--- config.mk ---
export PLATFORM = sky130hd
export DESIGN_NAME = rx_desc_ring_writer
export DESIGN_NICKNAME = d
export VERILOG_FILES = /design/src/rtl/rxr_pkg.sv /design/src/rtl/rxr_ring.sv /design/src/rtl/rxr_fsm.sv /design/src/rtl/rx_desc_ring_writer.sv
export SDC_FILE = /design/constraint.sdc
export NUM_CORES = 1
export LEC_CHECK = 0
export ABC_CLOCK_PERIOD_IN_PS = 5350
export CORE_ASPECT_RATIO = 0.8
export CORE_MARGIN = 5
export CORE_UTILIZATION = 52
export CTS_CLUSTER_SIZE = 40
export DETAILED_ROUTE_END_ITERATION = 7
export GPL_TIMING_DRIVEN = 0
export PLACE_DENSITY = 0.84
export SLEW_MARGIN = 20
export SYNTH_ARGS = -nofsm -noshare
export SYNTH_HDL_FRONTEND = slang
export SYNTH_HIERARCHICAL = 1
export SYNTH_SLANG_ARGS = --single-unit
--- constraint.sdc ---
create_clock -name clk -period 5.35 [get_ports clk]
set_input_delay 0.535 -clock clk [delete_from_list [all_inputs] [get_ports clk]]
set_output_delay 0.535 -clock clk [all_outputs]
set_load 0.1 [all_outputs]
--- src/rtl/rxr_pkg.sv ---
package rxr_pkg;
  typedef enum logic [2:0] {
    S_IDLE, S_RDP, S_RDC, S_CAP, S_DATA, S_ST0, S_ST1, S_DROP
  } rxr_state_e;

  localparam int SIZE_W      = 11;  // size / length field width
  localparam int CNT_W       = SIZE_W + 1;
  localparam int TRUNC_BIT   = 23;  // buffer too small
  localparam int FERR_BIT    = 28;  // stream error on final byte
  localparam int SLOT_BYTES  = 8;
endpackage

--- src/rtl/rxr_ring.sv ---
module rxr_ring #(
  parameter int IDXW = 8,
  parameter int OVRW = 8
) (
  input  logic            clk,
  input  logic            rst_n,
  input  logic [IDXW-1:0] desc_last,
  input  logic            cons_wr,
  input  logic [IDXW-1:0] cons_wdata,
  input  logic            adv,
  input  logic            drop,
  output logic [IDXW-1:0] prod,
  output logic            full,
  output logic            empty,
  output logic [OVRW-1:0] ovr
);
  logic [IDXW-1:0] cons_q, prod_n, cons_n, prod_succ;
  logic [OVRW-1:0] ovr_n;

  assign prod_succ = (prod == desc_last) ? '0 : prod + 1'b1;
  assign empty     = (prod == cons_q);
  assign full      = (prod_succ == cons_q);

  always_comb begin
    prod_n = prod;
    cons_n = cons_q;
    ovr_n  = ovr;
    if (adv)     prod_n = prod_succ;
    if (cons_wr) cons_n = cons_wdata;
    if (drop)    ovr_n  = ovr + 1'b1;
  end

  always_ff @(posedge clk or negedge rst_n) begin
    if (!rst_n) begin
      prod   <= '0;
      cons_q <= '0;
      ovr    <= '0;
    end else begin
      prod   <= prod_n;
      cons_q <= cons_n;
      ovr    <= ovr_n;
    end
  end
endmodule

--- src/rtl/rxr_fsm.sv ---
module rxr_fsm
  import rxr_pkg::*;
#(
  parameter int IDXW = 8
) (
  input  logic            clk,
  input  logic            rst_n,
  input  logic            rx_en,
  input  logic [31:0]     desc_base,
  input  logic [31:0]     stat_base,
  input  logic [IDXW-1:0] prod,
  input  logic            full,
  input  logic            in_valid,
  input  logic [7:0]      in_data,
  input  logic            in_last,
  input  logic            in_err,
  output logic            in_ready,
  output logic            mem_en,
  output logic            mem_we,
  output logic [31:0]     mem_addr,
  output logic [3:0]      mem_be,
  output logic [31:0]     mem_wdata,
  input  logic [31:0]     mem_rdata,
  output logic            adv,
  output logic            drop
);
  rxr_state_e        st, st_n;
  logic [31:0]       ptr_q, ptr_n;
  logic [SIZE_W-1:0] szm1_q, szm1_n;
  logic [CNT_W-1:0]  cnt_q, cnt_n, len_m1;
  logic              trunc_q, trunc_n, ferr_q, ferr_n;
  logic [31:0]       slot_off, dslot, sslot, baddr;

  assign slot_off = 32'(prod) * SLOT_BYTES;
  assign dslot    = desc_base + slot_off;
  assign sslot    = stat_base + slot_off;
  assign baddr    = ptr_q + 32'(cnt_q);
  assign len_m1   = cnt_q - 1'b1;

  always_comb begin
    st_n      = st;
    ptr_n     = ptr_q;
    szm1_n    = szm1_q;
    cnt_n     = cnt_q;
    trunc_n   = trunc_q;
    ferr_n    = ferr_q;
    in_ready  = 1'b0;
    mem_en    = 1'b0;
    mem_we    = 1'b0;
    mem_addr  = '0;
    mem_be    = '0;
    mem_wdata = '0;
    adv       = 1'b0;
    drop      = 1'b0;
    unique case (st)
      S_IDLE: if (rx_en && in_valid) begin
        if (full) begin
          st_n = S_DROP;
          drop = 1'b1;
        end else begin
          st_n = S_RDP;
        end
      end
      S_RDP: begin
        mem_en   = 1'b1;
        mem_addr = dslot;
        cnt_n    = '0;
        trunc_n  = 1'b0;
        ferr_n   = 1'b0;
        st_n     = S_RDC;
      end
      S_RDC: begin
        mem_en   = 1'b1;
        mem_addr = dslot + 32'd4;
        ptr_n    = mem_rdata;
        st_n     = S_CAP;
      end
      S_CAP: begin
        szm1_n = mem_rdata[SIZE_W-1:0];
        st_n   = S_DATA;
      end
      S_DATA: begin
        in_ready = 1'b1;
        if (in_valid) begin
          if (cnt_q <= {1'b0, szm1_q}) begin
            mem_en    = 1'b1;
            mem_we    = 1'b1;
            mem_addr  = {baddr[31:2], 2'b00};
            mem_be    = 4'b0001 << baddr[1:0];
            mem_wdata = {4{in_data}};
            cnt_n     = cnt_q + 1'b1;
          end else begin
            trunc_n = 1'b1;
          end
          if (in_last) begin
            ferr_n = in_err;
            st_n   = S_ST0;
          end
        end
      end
      S_ST0: begin
        mem_en    = 1'b1;
        mem_we    = 1'b1;
        mem_addr  = sslot;
        mem_be    = 4'hF;
        mem_wdata = {3'b000, ferr_q, 4'b0000, trunc_q, 11'b0, len_m1};
        st_n      = S_ST1;
      end
      S_ST1: begin
        mem_en   = 1'b1;
        mem_we   = 1'b1;
        mem_addr = sslot + 32'd4;
        mem_be   = 4'hF;
        adv      = 1'b1;
        st_n     = S_IDLE;
      end
      S_DROP: begin
        in_ready = 1'b1;
        if (in_valid && in_last) st_n = S_IDLE;
      end
      default: st_n = S_IDLE;
    endcase
  end

  always_ff @(posedge clk or negedge rst_n) begin
    if (!rst_n) begin
      st      <= S_IDLE;
      ptr_q   <= '0;
      szm1_q  <= '0;
      cnt_q   <= '0;
      trunc_q <= 1'b0;
      ferr_q  <= 1'b0;
    end else begin
      st      <= st_n;
      ptr_q   <= ptr_n;
      szm1_q  <= szm1_n;
      cnt_q   <= cnt_n;
      trunc_q <= trunc_n;
      ferr_q  <= ferr_n;
    end
  end
endmodule

--- src/rtl/rx_desc_ring_writer.sv ---
module rx_desc_ring_writer #(
  parameter int IDXW = 8,
  parameter int OVRW = 8
) (
  input  logic            clk,
  input  logic            rst_n,
  input  logic            rx_en,
  input  logic [31:0]     desc_base,
  input  logic [31:0]     stat_base,
  input  logic [IDXW-1:0] desc_last,
  input  logic            cons_wr,
  input  logic [IDXW-1:0] cons_wdata,
  input  logic            in_valid,
  input  logic [7:0]      in_data,
  input  logic            in_last,
  input  logic            in_err,
  output logic            in_ready,
  output logic            mem_en,
  output logic            mem_we,
  output logic [31:0]     mem_addr,
  output logic [3:0]      mem_be,
  output logic [31:0]     mem_wdata,
  input  logic [31:0]     mem_rdata,
  output logic [IDXW-1:0] prod_idx,
  output logic            ring_empty,
  output logic            ring_full,
  output logic [OVRW-1:0] ovr_cnt
);
  logic [1:0] rst_sync;
  logic       rst_q;
  logic       adv, drop;

  // asynchronous assert, synchronous release
  always_ff @(posedge clk or negedge rst_n) begin
    if (!rst_n) rst_sync <= 2'b00;
    else        rst_sync <= {rst_sync[0], 1'b1};
  end
  assign rst_q = rst_sync[1];

  rxr_ring #(.IDXW(IDXW), .OVRW(OVRW)) u_ring (
    .clk(clk), .rst_n(rst_q), .desc_last(desc_last),
    .cons_wr(cons_wr), .cons_wdata(cons_wdata),
    .adv(adv), .drop(drop), .prod(prod_idx),
    .full(ring_full), .empty(ring_empty), .ovr(ovr_cnt)
  );

  rxr_fsm #(.IDXW(IDXW)) u_fsm (
    .clk(clk), .rst_n(rst_q), .rx_en(rx_en),
    .desc_base(desc_base), .stat_base(stat_base),
    .prod(prod_idx), .full(ring_full),
    .in_valid(in_valid), .in_data(in_data), .in_last(in_last), .in_err(in_err),
    .in_ready(in_ready), .mem_en(mem_en), .mem_we(mem_we), .mem_addr(mem_addr),
    .mem_be(mem_be), .mem_wdata(mem_wdata), .mem_rdata(mem_rdata),
    .adv(adv), .drop(drop)
  );
endmodule

# [After elaboration in Yosys (flattened, before gate mapping)]
# Index checks and enable logic that the tools add are counted.
[totals] register_bits=86 latch_bits=0 mem_bits_rw=0 mem_bits_ro=0 input_bits=127 mem_count=0
[op_classes] n_addsub=9 multipliers=0 div=0 n_lt_le_gt_ge=1 eq_ne=16 shift=1 muxes=34 bitwise=0 reduce_logical=11
[op_table] cell="$pmux 32 s5" count=1
[op_table] cell="$mux 32" count=4
[op_table] cell="$add 32x11->32" count=2
[op_table] cell="$add 32x3->32 const B" count=2
[op_table] cell="$pmux 32 s2" count=1
[op_table] cell="$add 32x12->32" count=1
[op_table] cell="$eq 8x8->1" count=3
[op_table] cell="$mux 12" count=2
[op_table] cell="$pmux 12 s2" count=1
[op_table] cell="$pmux 3 s8" count=1
[op_table] cell="$add 8x1->8 const B" count=2
[op_table] cell="$mux 3" count=5
[op_table] cell="$add 12x1->12 const B" count=1
[op_table] cell="$eq 3x3->1 const B" count=4
[op_table] cell="$le 12x11->1" count=1
[op_table] cell="$sub 12x1->12 const B" count=1
[op_table] cell="$mux 1" count=11
[op_table] cell="$reduce_and 3->1" count=3
[op_table] cell="$mux 4" count=2
[op_table] cell="$mux 8" count=1
[op_table] cell="$pmux 1 s2" count=4
[op_table] cell="$pmux 4 s2" count=1
[op_table] cell="$eq 3x2->1 const B" count=2
[op_table] cell="$ne 2x1->1 const B" count=3
[op_table] cell="9 further kinds" count=13

# [Depth between registers and ports, before layout]
[depth] ltp_word=6 mapped_depth=15 depth_no_buf=13

# [Hierarchy]
# The synthesis kept the hierarchy.
[by_module_without_submodules] module="rxr_fsm" instances=1 cells_each=1017 area_per_inst_um2=8017.7 seq_area_each_um2=1501.4
[by_module_without_submodules] module="rxr_ring" instances=1 cells_each=128 area_per_inst_um2=1368.8 seq_area_each_um2=600.6
[by_module_without_submodules] module="rx_desc_ring_writer" instances=1 cells_each=3 area_per_inst_um2=53.8 seq_area_each_um2=50.0

# [Worst setup path after synthesis]
# OpenSTA, ideal clock, no wires.
[synth_path] path_kind="register -> output" from="reg u_ring.prod[0]" to="out mem_addr[24]" arrival_ns=5.842 setup_slack_ns=-1.027 path_stages_with_launch=15 n_path_buf=1 cell_sequence="dfrtp_1 -> ha_1 -> inv_1 -> fa_1 -> and2b_1 -> o31a_2 -> o21ai_2 -> buf_6 -> nor3_1 -> xnor2_1 -> mux2_2 -> nor4_2 -> nand4b_1 -> xor2_1 -> o21ai_0"
[synth_via] elab_chain_len=3
[synth_lines] element="from (decl)" line="rxr_ring.sv:12" rtl="output logic [IDXW-1:0] prod,"
[synth_lines] element="from (signal assigned)" line="rxr_ring.sv:39" rtl="prod <= prod_n;"
[synth_lines] element="$add 32x11->32, on equally long branches" line="rxr_fsm.sv:36, rxr_fsm.sv:35"
[synth_lines] element="$add 32x3->32, on equally long branches" line="rxr_fsm.sv:112, rxr_fsm.sv:74"
[synth_lines] element="$pmux 32 s5 (*)" line="rxr_fsm.sv:55" rtl="unique case (st)"
[synth_lines] element="to (decl)" line="rx_desc_ring_writer.sv:20" rtl="output logic [31:0] mem_addr,"
# Mark *: on every way between the ends. The rest lies on a longest branch, timed or not.

# [Worst setup path after layout]
[layout_path] from="reg u_fsm.cnt_q[0]" to="out mem_addr[2]"
[layout_via] elab_chain_len=4
[layout_lines] element="from (decl)" line="rxr_fsm.sv:30" rtl="logic [CNT_W-1:0] cnt_q, cnt_n, len_m1;"
[layout_lines] element="from (signal assigned)" line="rxr_fsm.sv:137" rtl="cnt_q <= cnt_n;"
[layout_lines] element="$add 32x12->32 or $le 12x11->1 (tied branches)" line="rxr_fsm.sv:37, rxr_fsm.sv:85"
[layout_lines] element="$mux 32 (*)" line="rxr_fsm.sv:85" rtl="if (cnt_q <= {1'b0, szm1_q}) begin"
[layout_lines] element="$mux 32 (*)" line="rxr_fsm.sv:84" rtl="if (in_valid) begin"
[layout_lines] element="$pmux 32 s5 (*)" line="rxr_fsm.sv:55"
# Marked as above.

==> impl_metrics.tcl <==
set metrics [dict create \
    areaGrowthSynthToFinish_pct 29.6 \
    start_kind "register" \
    final_area_mm2 0.0122 \
    tightest_slew_ns 1.02 \
    wl_um 32700 \
    placed_area_mm2 0.0119 \
    vias_per_cell 6.24 \
    fin_nets 1549 \
    critPathCaptureType "primary output" \
    maxCapViolations 0 \
    finalSetupViolations 0 \
    core_mm2 0.0180 \
    crit_fanout 10 \
    register_area_mm2 0.00216 \
    wl_per_cell_um 20.3 \
    cts_tree "built" \
    ys_seq_area_share_pct 22.8 \
    hold_slack_ns 0.333 \
    cts_made_buffers 9 \
    cts_buffer_depth 2 \
    num-fill-cells 1451 \
    synthCells 1148 \
    final_antenna_net_count 0 \
    grt_pass1_vias 9362 \
    power.density_mw_per_mm2 523 \
    grt_max_degree 46 \
    clock-sinks 86 \
    setup_tns_ns 0 \
    slew_viol_final 0 \
    port_buffers 211 \
    antenna_found_initial 0 \
    ir_worst_vdd_mv 0.731 \
    ys_ff_latch 86 \
    cp.arrival_ns 4.80 \
    worst_slack_ns 0.0112 \
    mostFrequentLayoutCells "clkdlybuf4s50_1, nand2_1, dfrtp_1" \
    dp_hpwl_um 25600 \
    hold_buffers 0 \
    drc 0 \
    finalClockSkew_ns 0.00884 \
    firstDrtPassIters 6 \
    dp_slack_ns -1.07 \
    fin_crit_sh_pct 99.8 \
    cp.required_ns 4.82 \
    slew_headroom_pct 32.0 \
    multi_input_area_mm2 0.00688 \
    hold_viol 0 \
    synth_warnings 6 \
    rsz0062_at_grt "true" \
    n_antenna_cell 0 \
    fin_util_pct 68.0 \
    gp_congestion 0.989 \
    cts_max_level 3 \
    clk-insertion-delay-late_ns 0.34 \
    grt.total_usage_pct 29.7 \
    min_period_ns 5.34 \
    die_y_um 131 \
    synth_ff_type "dfrtp_1" \
    path_clk_slew_ns 0.07 \
    gr-total-overflow 0 \
    cellLeakagePower_nw 5.24 \
    num_rows 44 \
    fmax_ghz 0.187 \
    chipWidth_um 161 \
    synth.avg_cell_area_um2 8.22 \
    final_layout_size_suffix_gt1_share_pct 14.0 \
    synth_fp_nets 1322 \
    grt_pass1_wl_um 50200 \
    netlist_area_mm2 0.00944 \
    status "completed" \
    drt_iter0_drc 1308 \
    async_reset_ff_share_pct 100 \
    ios 216 \
    vias 10100 \
    die_area_mm2 0.0210 \
    start_util_pct 52.4 \
    synth-edff-count 0 \
    ys_types 94 \
    hold_path.class "register to asynchronous set/reset pin" \
    layout_commonest_cell "clkdlybuf4s50_1" \
    cts-root-buf "clkbuf_16" \
    worstSetupPathType "register to primary output" \
]
[report_power, final]
| part | switching (mW) | leakage, nW | internal, mW | total [mW] |
|---|---|---|---|---|
| combinational | 3.25 | 4.02 | 1.35 | 4.60 |
| sequential | 0.243 | 1.07 | 0.866 | 1.11 |
| clock | 0.270 | 0.152 | 0.423 | 0.693 |
[worst paths after layout]
kind	depth (start not counted)	slack, ns	end	start
worst min register to register	0	0.33	u_fsm/ptr_q[29]$_DFFE_PN0P_	rst_sync[1]$_DFF_PN0_
max in group asynchronous	1	4.37	u_ring/prod[0]$_DFFE_PN0P_	rst_sync[1]$_DFF_PN0_
worst min-delay path	0	0.33	u_fsm/ptr_q[29]$_DFFE_PN0P_	rst_sync[1]$_DFF_PN0_
worst max register to register	11	1.53	u_ring/ovr[7]$_DFFE_PN0P_	u_ring/prod[3]$_DFFE_PN0P_
min in group clk	0	0.35	rst_sync[1]$_DFF_PN0_	rst_sync[0]$_DFF_PN0_
worst max-delay path	13	0.01	mem_addr[2]	u_fsm/cnt_q[0]$_DFFE_PN0P_
[cells in the mapped netlist (4+ instances only)]
cell type / instances / area share [%]
ha_1: 44 / 5.8
dfrtp_1: 86 / 23
xor2_1: 64 / 5.9
clkbuf_1: 38 / 1.5
or2_2: 5 / 0.33
nor4_1: 20 / 1.3
o21ai_0: 55 / 2.9
nand3_2: 4 / 0.42
o22ai_1: 6 / 0.40
inv_1: 41 / 1.6
nand2b_1: 10 / 0.66
and3_1: 20 / 1.3
buf_4: 13 / 1.0
o31a_1: 4 / 0.37
o21ai_1: 4 / 0.21
a21oi_1: 37 / 2.0
nor2b_1: 12 / 0.80
nand4_1: 31 / 2.1
and2_1: 10 / 0.66
buf_1: 5 / 0.20
o21a_1: 10 / 0.80
o221ai_1: 13 / 1.2
a22o_1: 4 / 0.37
nand2_1: 113 / 4.5
nand3_1: 44 / 2.3
a21o_1: 10 / 0.80
o2bb2ai_1: 5 / 0.46
a22oi_1: 8 / 0.64
nor3_1: 28 / 1.5
a31oi_1: 8 / 0.53
or3_1: 9 / 0.60
xnor2_1: 74 / 6.9
a211oi_1: 14 / 1.1
mux2i_1: 40 / 4.2
nand3b_1: 7 / 0.56
buf_2: 14 / 0.74
o21bai_1: 6 / 0.48
o211ai_1: 8 / 0.64
mux2_2: 59 / 7.0
nor2_1: 82 / 3.3
o31ai_1: 6 / 0.48
[kinds of logic after synthesis]
kind of cell | Yosys count | share of synthesized area (%)
xor+xnor | 138 | 12.8
compound gates | 231 | 16.8
other cells | 1 | 0.0397
fa+ha+maj | 47 | 6.47
simple gates | 431 | 24.3
mux | 100 | 11.4
buf+inv | 114 | 5.31
flops | 86 | 22.8
[critical path, stage by stage (launching register included)]
cell and delay, ns:
dfrtp_1 0.46, clkbuf_1 0.38, inv_1 0.19, ha_1 0.22, nor2b_1 0.12, o21a_1 0.12, o21a_1 0.12, o21bai_1 0.08
a21oi_1 0.21, nor2b_1 0.10, o21ai_0 0.59, clkbuf_1 0.60, o221ai_1 0.26, clkdlybuf4s50_1 1.02
[repair_timing]
item,4_1_cts,5_1_grt
setup buffers,0,4
resized for setup,84,73
pin swaps,0,2
endpoints found under the hold margin,0,0
setup endpoints to repair,44,34
[through the flow]
step	cells	total power [mW]
CTS	1606	6.36
floorplan	1148	4.55
global placement	1589	5.62
finish	1610	6.40
global route	1610	6.69
detailed placement	1590	5.69
[state kept, by name (all words and copies together), names as in the netlist]
name           count
u_ring/ovr         8
rst_sync           2
u_fsm/ferr_q       1
u_fsm/trunc_q      1
u_fsm/ptr_q       32
u_ring/prod        8
u_fsm/cnt_q       12
u_fsm/st           3
u_ring/cons_q      8
u_fsm/szm1_q      11
[final cells by class]
cell class | count | share of cell area [%]
Tap cell | 230 | 2.35
Multi-Input combinational cell | 948 | 56.2
Inverter | 43 | 1.32
Sequential cell | 86 | 17.6
Clock inverter | 5 | 0.685
Timing Repair Buffer | 216 | 17.0
Buffer | 71 | 2.85
Clock buffer | 11 | 1.98
[routing by layer]
metal	wire length [µm]	global-route usage (%)	part of all wire, %	up-vias
met5	0	0	0	-
met4	872	9.00	2.7	0
met3	3800	6.18	12	87
met2	14400	46.7	44	691
met1	13600	41.6	42	4649
li1	-	-	-	4626
Note: power is estimated with default switching activity, not from simulation.
